File: config.mk
export PLATFORM = sky130hd
export DESIGN_NAME = ucode_load_port
export DESIGN_NICKNAME = d
export VERILOG_FILES = /design/src/rtl/ucl_pkg.sv /design/src/rtl/ucl_addr_reg.sv /design/src/rtl/ucl_strobe_fsm.sv /design/src/rtl/ucl_read_mux.sv /design/src/rtl/ucode_load_port.sv
export SDC_FILE = /design/constraint.sdc
export NUM_CORES = 1
export LEC_CHECK = 0
export ABC_AREA = 1
export ABC_CLOCK_PERIOD_IN_PS = 3300
export BUFFER_PORTS_ARGS = -buffer_cell sky130_fd_sc_hd__buf_4
export CORE_MARGIN = 8
export CORE_UTILIZATION = 35
export CTS_BUF_LIST = sky130_fd_sc_hd__clkbuf_16
export CTS_CLUSTER_DIAMETER = 40
export DETAILED_ROUTE_END_ITERATION = 12
export GPL_TIMING_DRIVEN = 0
export PLACE_DENSITY = 0.68
export SETUP_SLACK_MARGIN = 0.05
export SLEW_MARGIN = 20
export SYNTH_ARGS = -nofsm -noshare
export SYNTH_HDL_FRONTEND = slang
export SYNTH_SLANG_ARGS = --single-unit
File: constraint.sdc
create_clock -name clk -period 3.3 [get_ports clk]
set_clock_uncertainty 0.1 [all_clocks]
set_input_delay 0.165 -clock clk [delete_from_list [all_inputs] [get_ports clk]]
set_output_delay 0.165 -clock clk [all_outputs]
set_load 0.005 [all_outputs]
File: src/rtl/ucl_pkg.sv
package ucl_pkg;

    typedef enum logic [1:0] {
        SEL_ADDR = 2'd0,
        SEL_DATA = 2'd1,
        SEL_BRK  = 2'd2,
        SEL_NONE = 2'd3
    } reg_sel_t;

    typedef enum logic {
        ST_IDLE = 1'b0,
        ST_EMIT = 1'b1
    } strobe_state_t;

endpackage

File: src/rtl/ucl_addr_reg.sv
module ucl_addr_reg #(
    parameter int WORD_W = 13,
    parameter int CTR_W  = 2,
    parameter int SPARE_W = 1,
    localparam int REG_W = WORD_W + CTR_W + SPARE_W
) (
    input  logic             clk,
    input  logic             rst_n,
    input  logic             ld_en,
    input  logic [REG_W-1:0] ld_val,
    input  logic             step_en,
    output logic [REG_W-1:0] addr_q
);
    localparam logic [CTR_W-1:0] CTR_TOP = '1;

    logic [WORD_W-1:0]  word_cur;
    logic [CTR_W-1:0]   ctr_cur;
    logic [SPARE_W-1:0] spare_cur;
    logic [CTR_W-1:0]   ctr_nxt;
    logic [WORD_W-1:0]  word_nxt;

    assign word_cur  = addr_q[WORD_W-1:0];
    assign ctr_cur   = addr_q[WORD_W +: CTR_W];
    assign spare_cur = addr_q[REG_W-1 -: SPARE_W];

    always_comb begin
        ctr_nxt  = ctr_cur + 1'b1;
        word_nxt = word_cur;
        if (ctr_nxt == CTR_TOP) begin
            word_nxt = word_cur + 1'b1;
        end
    end

    always_ff @(posedge clk) begin
        if (!rst_n) begin
            addr_q <= '0;
        end else if (ld_en) begin
            addr_q <= ld_val;
        end else if (step_en) begin
            addr_q <= {spare_cur, ctr_nxt, word_nxt};
        end
    end

endmodule

File: src/rtl/ucl_strobe_fsm.sv
module ucl_strobe_fsm
    import ucl_pkg::*;
#(
    parameter int WORD_W = 13,
    parameter int CTR_W  = 2
) (
    input  logic              clk,
    input  logic              rst_n,
    input  logic              fire,
    input  logic [WORD_W-1:0] cur_word,
    input  logic [CTR_W-1:0]  cur_ctr,
    output logic              ws_valid,
    output logic [WORD_W-1:0] ws_word,
    output logic [CTR_W-1:0]  ws_ctr
);
    strobe_state_t state_q, state_d;
    logic [WORD_W-1:0] word_q;
    logic [CTR_W-1:0]  ctr_q;

    always_comb begin
        state_d = state_q;
        unique case (state_q)
            ST_IDLE: if (fire)  state_d = ST_EMIT;
            ST_EMIT: if (!fire) state_d = ST_IDLE;
            default: state_d = ST_IDLE;
        endcase
    end

    always_ff @(posedge clk) begin
        if (!rst_n) begin
            state_q <= ST_IDLE;
            word_q  <= '0;
            ctr_q   <= '0;
        end else begin
            state_q <= state_d;
            if (fire) begin
                word_q <= cur_word;
                ctr_q  <= cur_ctr;
            end
        end
    end

    always_comb begin
        ws_valid = 1'b0;
        unique case (state_q)
            ST_IDLE: ws_valid = 1'b0;
            ST_EMIT: ws_valid = 1'b1;
            default: ws_valid = 1'b0;
        endcase
        ws_word = word_q;
        ws_ctr  = ctr_q;
    end

endmodule

File: src/rtl/ucl_read_mux.sv
module ucl_read_mux
    import ucl_pkg::*;
#(
    parameter int DATA_W = 32,
    parameter int REG_W  = 16,
    parameter int BRK_W  = 13,
    parameter logic [DATA_W-1:0] RD_CONST = 32'h0000_00FF
) (
    input  reg_sel_t          sel,
    input  logic [REG_W-1:0]  addr_q,
    input  logic [BRK_W-1:0]  brk_q,
    output logic [DATA_W-1:0] rd_data
);
    always_comb begin
        rd_data = '0;
        unique case (sel)
            SEL_ADDR: rd_data = DATA_W'(addr_q);
            SEL_DATA: rd_data = RD_CONST;
            SEL_BRK:  rd_data = DATA_W'(brk_q);
            SEL_NONE: rd_data = '0;
            default:  rd_data = '0;
        endcase
    end

endmodule

File: src/rtl/ucode_load_port.sv
module ucode_load_port
    import ucl_pkg::*;
#(
    parameter int DATA_W = 32,
    parameter int WORD_W = 13,
    parameter int CTR_W  = 2,
    parameter int BRK_W  = 13
) (
    input  logic              clk,
    input  logic              rst_n,
    input  logic [1:0]        reg_sel,
    input  logic              wr_en,
    input  logic [DATA_W-1:0] wr_data,
    output logic [DATA_W-1:0] rd_data,
    output logic              ws_valid,
    output logic [WORD_W-1:0] ws_word,
    output logic [CTR_W-1:0]  ws_ctr,
    output logic [DATA_W-1:0] ws_data
);
    localparam int REG_W = WORD_W + CTR_W + 1;

    reg_sel_t           sel;
    logic               wr_addr, wr_dport, wr_brk;
    logic [REG_W-1:0]   addr_q;
    logic [BRK_W-1:0]   brk_q;
    logic [DATA_W-1:0]  hold_q;

    assign sel      = reg_sel_t'(reg_sel);
    assign wr_addr  = wr_en && (sel == SEL_ADDR);
    assign wr_dport = wr_en && (sel == SEL_DATA);
    assign wr_brk   = wr_en && (sel == SEL_BRK);

    ucl_addr_reg #(.WORD_W(WORD_W), .CTR_W(CTR_W), .SPARE_W(1)) i_addr (
        .clk     (clk),
        .rst_n   (rst_n),
        .ld_en   (wr_addr),
        .ld_val  (wr_data[REG_W-1:0]),
        .step_en (wr_dport),
        .addr_q  (addr_q)
    );

    ucl_strobe_fsm #(.WORD_W(WORD_W), .CTR_W(CTR_W)) i_fsm (
        .clk      (clk),
        .rst_n    (rst_n),
        .fire     (wr_dport),
        .cur_word (addr_q[WORD_W-1:0]),
        .cur_ctr  (addr_q[WORD_W +: CTR_W]),
        .ws_valid (ws_valid),
        .ws_word  (ws_word),
        .ws_ctr   (ws_ctr)
    );

    ucl_read_mux #(.DATA_W(DATA_W), .REG_W(REG_W), .BRK_W(BRK_W)) i_rmux (
        .sel     (sel),
        .addr_q  (addr_q),
        .brk_q   (brk_q),
        .rd_data (rd_data)
    );

    always_ff @(posedge clk) begin
        if (!rst_n) begin
            brk_q  <= '0;
            hold_q <= '0;
        end else begin
            if (wr_brk)   brk_q  <= wr_data[BRK_W-1:0];
            if (wr_dport) hold_q <= wr_data;
        end
    end

    assign ws_data = hold_q;

endmodule

==> flow_metrics.tcl, run 1 <==
set metrics [dict create \
    cts_resized 0 \
    setup_viol 0 \
    n_antenna_cell 0 \
    cts_buffers 9 \
    grt_usage_pct 16.4 \
    r2r-end "i_addr.addr_q[12]" \
    slew_violations 0 \
    relSlewSlack_pct 63.6 \
    cap_viol_max_count 0 \
    drive_gt1_share_pct 23.3 \
    wirelength_um 10300 \
    cts_tree "yes" \
    arrival_ps 1820 \
    slowest_stage "dfxtp_1" \
    cp_top_family "simple AND/OR/NAND/NOR gates" \
    min-delay-start "wr_data[28]" \
    ys_ff_latch 77 \
    first_iter_violations 278 \
    seqPwrFrac_pct 44.7 \
    antenna_found_initial 0 \
    htree_levels 3 \
    coreArea_um2 9240 \
    path_max_fanout 6 \
    critPathKind "reg2reg" \
    period_minus_slack_ps 1660 \
    p_leak_nw 2.12 \
    clk_pin_slew_ps 60 \
    route.detailed.drc 0 \
    timing_hold_violations_final 0 \
    root_buffer "clkbuf_16" \
    reg2reg_from "i_addr.addr_q[1]" \
    grt_pass1_vias 3421 \
    clock_latency_ps 340 \
    cp_num_buf_inv 0 \
    max_slew.worst_pin.slew_ps 547 \
    vias 3462 \
    yosys-top-cells-area "dfxtp_1, o21ai_0, nor2_1" \
    layout.area.seq_um2 1540 \
    netlist_area_um2 3340 \
    start_util_pct 36.2 \
    synthFlopType "dfxtp_1" \
    dr.pass1.iters 5 \
    synth_commonest_cells "nor2_1, dfxtp_1, o21ai_0, nand2_1, inv_1" \
    overflow 0 \
    synth_top_area_share_pct 46.1 \
    fill_cells 912 \
    dp_hpwl_um 7850 \
    power.internal_w 0.00169 \
    cp_data_required_time_ps 3460 \
    end_kind "flip-flop" \
    ys_types 25 \
    yosys_warnings 0 \
    clkPwrFrac_pct 42.5 \
    io_pins 117 \
    min_to "ws_data[28]" \
    fmax_ghz 0.603 \
    cp-start-kind "flip-flop" \
    cp_cell_sequence "ha_1 -> nand2_1 -> nor2_1 -> nand3_1 -> nand2_1 -> nand3_1 -> a21oi_1" \
    seq_area_frac_synth_pct 46.1 \
    syn2layout_area_growth_pct 41.1 \
    p_per_area_nw_per_um2 474 \
    ir_drop_mv 0.293 \
    power_frac_comb_pct 12.8 \
    syn_area_per_cell_um2 7.22 \
    hold_class "in2reg" \
    fin_setup_tns_ps 0 \
    multi_input_area_um2 1460 \
    grt_max_degree 13 \
    p_switching_w 0.000544 \
    swShare_pct 24.3 \
    regToRegSetupSlack_ps 1640 \
    synth_cells 463 \
    yosys.area.top_type "dfxtp_1" \
    die-width_um 114 \
    synthArstFlopShare_pct 0 \
    whs_ps 4.36 \
    placementRows 35 \
    cts_setup_buffers 0 \
    grt_pass1_wl_um 16900 \
    cts_sinks 77 \
    placement.io_buffers 99 \
    wl_per_cell_um 14.1 \
    nets 640 \
    antenna_left 0 \
    yosysMostFrequentCell "nor2_1" \
    dieArea_um2 12900 \
    worstRegToRegCells 7 \
    min_path_cells 3 \
    max_stage_delay_ps 430 \
    run_status "finished clean" \
    synth_edf_count 0 \
    finalCritPeriodShare_pct 50.2 \
    cts_buffer_depth 2 \
    fp.dieH_um 114 \
    via_per_inst 4.71 \
    rsz0062_at_grt "false" \
    gp_congestion 0.920 \
]
[metrics by stage]
| step | area [um^2] | worst slack (ps) | total power, W | cells | utilization (%) |
|---|---|---|---|---|---|
| final | 4720 | 1640 | 0.00224 | 735 | 51.0 |
| after global routing | 4720 | 1470 | 0.00235 | 735 | 51.0 |
| after CTS | 4720 | 1660 | 0.00226 | 735 | 51.0 |
| after detailed placement | 4300 | 1670 | 0.00129 | 706 | 46.6 |
| after global placement | 4300 | 1670 | 0.00129 | 706 | 46.6 |
| after floorplan | 3400 | 1930 | 0.00115 | 478 | - |
[placed cells by master (no fill, tap or decap), drive strengths merged]
cell type	netlist	routed
buf	25	124
nor2	82	82
dfxtp	77	77
o21ai	71	71
nand2	58	58
inv	45	46
a21oi	37	37
nand3	29	29
clkbuf	16	25
conb	1	16
dlygate4sd3	0	13
o221ai	6	6
o22ai	5	5
clkinv	0	5
nand4	3	3
xor2	2	2
a22oi	2	2
ha	2	2
a31oi	1	1
or2	1	1
bufinv	0	1
[worst min-delay path, cell delays in order]
cell	delay, ps
buf_4	70
o21ai_0	70
nor2_1	80
[per-layer routing]
layer	share of wire (%)	vias up	wire (um)	global-route usage, %
li1	-	1758	-	-
met1	46	1557	4790	21.1
met2	44	136	4570	25.6
met3	8.0	11	826	4.23
met4	1.6	0	161	6.75
met5	0	-	0	0
[layout make-up]
type / count / share of cell area (%)
timing repair buffer: 112 / 18.5
clock buffer: 9 / 4.77
buffer: 41 / 4.88
tap: 129 / 3.42
inverter: 45 / 3.58
multi-input combinational: 315 / 30.9
clock inverter: 7 / 1.22
sequential: 77 / 32.7
[worst max path at each step]
stage	startpoint	endpoint	slack [ps]	cells past startpoint
CTS	reg_sel[1]	rd_data[0]	1660	7
global route	i_addr.addr_q[1]	i_addr.addr_q[12]	1470	7
detailed placement	reg_sel[1]	rd_data[0]	1670	7
finish	i_addr.addr_q[1]	i_addr.addr_q[12]	1640	7
floorplan	i_addr.addr_q[1]	i_addr.addr_q[12]	1930	6
global placement	reg_sel[1]	rd_data[0]	1670	7
[flip-flops by register name, summed over array words and instances, names as in the netlist]
signal,flops
i_fsm.state_q,1
i_addr.addr_q,16
brk_q,13
i_fsm.ws_word,13
ws_data,32
i_fsm.ws_ctr,2
[power groups by stage]
stage | clock network (W) | registers [W] | logic [W]
after global placement | 0 | 0.00102 | 0.000270
after CTS | 0.000976 | 0.000999 | 0.000288
after global routing | 0.00102 | 0.00100 | 0.000324
final | 0.000950 | 0.000998 | 0.000287
after floorplan | 0 | 0.00102 | 0.000135
after detailed placement | 0 | 0.00102 | 0.000275
[repair_timing]
item,CTS,global route
hold buffers,13,0
hold endpoints to repair,13,0
setup endpoints to repair,0,0
[kinds of logic after synthesis]
| kind of cell | synth area share (%) |
|---|---|
| other cells | 0.112 |
| flops | 46.1 |
| fa+ha+maj | 0.748 |
| xor+xnor | 0.524 |
| simple gates | 21.3 |
| buf+inv | 11.9 |
| compound gates | 19.3 |
Note: power is estimated with default switching activity, not from simulation.
==> run 2, diff against run 1 <==
--- a/config.mk
+++ b/config.mk
@@ -6,7 +6,7 @@
 export NUM_CORES = 1
 export LEC_CHECK = 0
 export ABC_AREA = 1
-export ABC_CLOCK_PERIOD_IN_PS = 3300
+export ABC_CLOCK_PERIOD_IN_PS = 1650
 export BUFFER_PORTS_ARGS = -buffer_cell sky130_fd_sc_hd__buf_4
 export CORE_MARGIN = 8
 export CORE_UTILIZATION = 35
==> constraint.sdc (replaced) <==
create_clock -name clk -period 1.65 [get_ports clk]
set_clock_uncertainty 0.1 [all_clocks]
set_input_delay 0.0825 -clock clk [delete_from_list [all_inputs] [get_ports clk]]
set_output_delay 0.0825 -clock clk [all_outputs]
set_load 0.005 [all_outputs]
==> run 2 against run 1 <==
  * Combinational power is 110% higher
  * First-iteration DRC count is 23% higher
  * Clock power is 99% higher
  * Cell count is 2.6% higher
  * Critical path type is now reg2out
  * Largest power group unchanged
  * Highest routed layer unchanged
==> flow_metrics.tcl, run 2 (synthesized netlist as in run 1, its figures left out) <==
set metrics [dict create \
    run_status "finished clean" \
    wl_per_cell_um 14.1 \
    first_iter_violations 341 \
    placement.io_buffers 99 \
    cap_viol_max_count 0 \
    gp_congestion 0.920 \
    vias 3546 \
    dr.pass1.iters 5 \
    root_buffer "clkbuf_16" \
    grt_pass1_vias 3508 \
    placementRows 35 \
    ir_drop_mv 0.583 \
    fin_setup_tns_ps 0 \
    p_per_area_nw_per_um2 916 \
    critPathKind "reg2out" \
    largest_register_ffs 32 \
    cp_data_required_time_ps 1470 \
    setup_viol 0 \
    io_pins 117 \
    htree_levels 3 \
    antenna_left 0 \
    grt_pass1_wl_um 17300 \
    cp-start-kind "flip-flop" \
    path_max_fanout 4 \
    arrival_ps 1260 \
    grt_max_degree 13 \
    start_util_pct 36.2 \
    cp_cell_sequence "inv_1 -> o221ai_1 -> buf_4" \
    fmax_ghz 0.692 \
    cts_setup_buffers 0 \
    hold_class "in2reg" \
    period_minus_slack_ps 1440 \
    via_per_inst 4.70 \
    final_cell_area_um2 4920 \
    relSlewSlack_pct 63.0 \
    drive_gt1_share_pct 23.0 \
    dieArea_um2 12900 \
    cts_buffers 9 \
    final_cell_mix "buf_4, nor2_1, dfxtp_1" \
    cts_tree "yes" \
    finalCritPeriodShare_pct 87.6 \
    coreArea_um2 9240 \
    antenna_found_initial 0 \
    grt_usage_pct 16.7 \
    cts_buffer_depth 2 \
    p_leak_nw 2.20 \
    nets 659 \
    slowest_stage "dfxtp_1" \
    max_slew.worst_pin.slew_ps 555 \
    fp.dieH_um 114 \
    placed_cell_area_um2 4300 \
    die-width_um 114 \
    wirelength_um 10600 \
    clk_pin_slew_ps 60 \
    rsz0062_at_grt "false" \
    syn2layout_area_growth_pct 47.1 \
    route.detailed.drc 0 \
    n_antenna_cell 0 \
    clock_latency_ps 340 \
    max_stage_delay_ps 380 \
    cts_sinks 77 \
    timing_hold_violations_final 0 \
    layout_commonest_cell "buf_4" \
    dp_hpwl_um 7850 \
    end_kind "output pin" \
    overflow 0 \
    cp_num_buf_inv 2 \
    cp_top_family "flip-flops" \
    slew_violations 0 \
]
==> run 2: changes by cell type in the layout (fill, tap and decap cells not counted), sizes merged <==
cell / previous run / this run
dlygate4sd3: 13 / 32
==> run 2: worst paths after layout <==
path,startpoint,to,slack (ps),cells past startpoint
max,i_addr.addr_q[3],rd_data[3],210,3
min,rst_n,brk_q[6],50,3
max reg2reg,i_addr.addr_q[13],i_addr.addr_q[6],210,9
min reg2reg,brk_q[12],brk_q[12],350,2
==> run 2: where the power goes <==
part | switching [W] | internal (W)
clock | 0.000745 | 0.00115
combinational | 0.000300 | 0.000312
sequential | 0.0000472 | 0.00195
total | 0.00109 | 0.00341
==> run 2: final cells by class <==
cell class	count	area, um^2
plain buffers	41	231
flip-flops and latches	77	1540
repair buffers	131	1060
multi-input cells	315	1470
fillers	887	4320
inverters	45	169
clock buffers	9	225
clock inverters	7	57.6
well taps	129	161
==> run 2: timing repair <==
item / 4_1_cts / 5_1_grt
hold buffers: 32 / 0
endpoints found under the hold margin: 55 / 0
resized for setup: 1 / 4
endpoints found under the setup margin: 3 / 4
cloned: 0 / 0
==> run 2: tightest hold or removal path, stage by stage <==
cell and delay [ps]:
clkbuf_1 190, o21ai_0 120, a21oi_1 50
==> run 2: layer usage <==
metal | part of all wire [%] | vias to the layer above | global-route usage [%]
met4 | 1.5 | 0 | 6.75
met2 | 45 | 124 | 26.5
met1 | 46 | 1620 | 21.2
met5 | 0 | - | 0
li1 | - | 1790 | -
met3 | 7.4 | 12 | 4.12
==> run 2: stage by stage <==
step	util (%)	instances	setup slack, ps	hold WS, ps	total power (W)
final	53.2	754	205	46.8	0.00450
after global routing	53.2	754	65.8	89.7	0.00473
after CTS	53.1	754	127	40.3	0.00456
after detailed placement	46.6	706	42.3	246	0.00259
after global placement	46.6	706	49.6	237	0.00257
after floorplan	-	478	283	144	0.00231
==> run 3, diff against run 2 <==
--- a/config.mk
+++ b/config.mk
@@ -7,7 +7,7 @@
 export LEC_CHECK = 0
 export ABC_AREA = 1
 export ABC_CLOCK_PERIOD_IN_PS = 1650
-export BUFFER_PORTS_ARGS = -buffer_cell sky130_fd_sc_hd__buf_4
+export BUFFER_PORTS_ARGS = -buffer_cell sky130_fd_sc_hd__buf_2
 export CORE_MARGIN = 8
 export CORE_UTILIZATION = 35
 export CTS_BUF_LIST = sky130_fd_sc_hd__clkbuf_16
==> run 3 against run 2 <==
  * Sequential power about the same
  * Fmax down 1.9%
  * Worst hold slack better by 12 ps
  * Wire length up 2.5%
  * Flip-flop and latch count unchanged
  * Total power up 1.8%
  * Cell count down 0.13%
  * Non-clock buffer count unchanged
  * Sequential share of layout area up 1.5 points
  * Count of clock-buffer cells in the layout unchanged
  * Critical path type is now in2out
  * Largest cell class unchanged
  * Highest routed layer unchanged
==> flow_metrics.tcl, run 3 (synthesized netlist as in run 1, its figures left out) <==
set metrics [dict create \
    nets 659 \
    placement.io_buffers 99 \
    end_kind "output pin" \
    dp_hpwl_um 7900 \
    root_buffer "clkbuf_16" \
    dr.pass1.iters 6 \
    wirelength_um 10900 \
    final_cell_mix "buf_2, nor2_1, dfxtp_1" \
    dieArea_um2 12900 \
    post-place-cells 706 \
    antenna_found_initial 0 \
    min-delay-start "rst_n" \
    cap_viol_max_count 0 \
    drive_gt1_share_pct 23.1 \
    die-width_um 114 \
    grtUsageMet1_pct 21.0 \
    top_usage_layer "met2" \
    cts_tree "yes" \
    setup_viol 0 \
    rsz0062_at_grt "true" \
    finalCritPeriodShare_pct 89.3 \
    grt_pass1_vias 3566 \
    crit_start "reg_sel[1]" \
    gr-usage-met2_pct 26.3 \
    max_slew.worst_pin.slew_ps 553 \
    arrival_ps 1290 \
    htree_levels 3 \
    period_minus_slack_ps 1470 \
    fmax_ghz 0.679 \
    relSlewSlack_pct 63.1 \
    p_per_area_nw_per_um2 978 \
    path_max_fanout 10 \
    largest_register_ffs 32 \
    multi_input_area_um2 1470 \
    hold_class "in2reg" \
    io_pins 117 \
    reg2reg_from "i_addr.addr_q[13]" \
    critPathKind "in2out" \
    cts_buffers 9 \
    overflow 0 \
    slew_violations 0 \
    cts_buffer_depth 2 \
    final_core_util_pct 50.8 \
    cp-start-kind "input pin" \
    grt_max_degree 13 \
    run_status "finished clean" \
    cp_data_required_time_ps 1470 \
    globalRouteMet3Util_pct 5.71 \
    fill_cells 908 \
    cts_setup_buffers 0 \
    grt_usage_pct 17.0 \
    vias 3560 \
    via_per_inst 4.73 \
    p_leak_nw 2.17 \
    clock_latency_ps 330 \
    timing_hold_violations_final 0 \
    stdcell_count 753 \
    layout_commonest_cell "buf_2" \
    layout.area.seq_um2 1540 \
    clk_pin_slew_ps 60 \
    grt_pass1_wl_um 17600 \
    first_iter_violations 342 \
    syn2layout_area_growth_pct 40.3 \
    coreArea_um2 9240 \
    ir_drop_mv 0.502 \
    placementRows 35 \
    n_antenna_cell 0 \
    fin_setup_tns_ps 0 \
    wl_per_cell_um 14.5 \
    cts_sinks 77 \
    fp.dieH_um 114 \
    gp_congestion 0.915 \
    start_util_pct 36.2 \
    antenna_left 0 \
    route.detailed.drc 0 \
]
run 3: cell types whose count changed in the layout (fill, tap and decap cells not counted), sizes merged:
cell / previous run / this run
inv: 46 / 45
clkinv: 5 / 4
bufinv: 1 / 2
run 3: area by class of cell:
type / count / area share [%]
plain buffers: 41 / 4.93
clock buffers: 9 / 4.80
clock inverters: 6 / 1.68
inverters: 45 / 3.60
multi-input cells: 315 / 31.3
flip-flops and latches: 77 / 32.9
well taps: 129 / 3.44
repair buffers: 131 / 17.4
run 3: per-stage QoR:
| step | total power, W | setup slack [ps] | hold WS, ps | instance area, um^2 |
|---|---|---|---|---|
| 6_report | 0.00459 | 177 | 59.1 | 4690 |
| 5_1_grt | 0.00481 | 59.4 | 79.1 | 4690 |
| 4_1_cts | 0.00461 | 122 | 36.9 | 4680 |
| 3_5_place_dp | 0.00252 | 41.3 | 247 | 4060 |
| 3_3_place_gp | 0.00251 | 66.6 | 236 | 4060 |
| 2_1_floorplan | 0.00231 | 283 | 144 | 3400 |
run 3: layer usage:
layer,vias to the layer above,wire [um]
met4,0,188
met2,134,4840
met3,14,944
met1,1618,4920
li1,1794,-
met5,-,0
run 3: final timing paths:
| path | endpoint | slack, ps | cells past startpoint |
|---|---|---|---|
| setup / recovery | rd_data[0] | 180 | 6 |
| hold reg to reg | brk_q[6] | 360 | 2 |
| hold / removal | brk_q[9] | 60 | 3 |
| setup reg to reg | i_addr.addr_q[0] | 190 | 7 |
run 3: timing repair:
action | in CTS | in global routing
resized for setup | 1 | 4
endpoints found under the setup margin | 3 | 7
hold buffers | 32 | 0
endpoints found under the hold margin | 47 | 0
run 3: worst max-delay path: stages:
cell,delay [ps]
buf_2,110
inv_1,110
nand2_1,160
buf_1,440
o221ai_1,210
buf_2,170
run 3: report_power, final:
part,switching [W],internal (W)
sequential,0.0000445,0.00195
clock,0.000737,0.00130
combinational,0.000303,0.000250
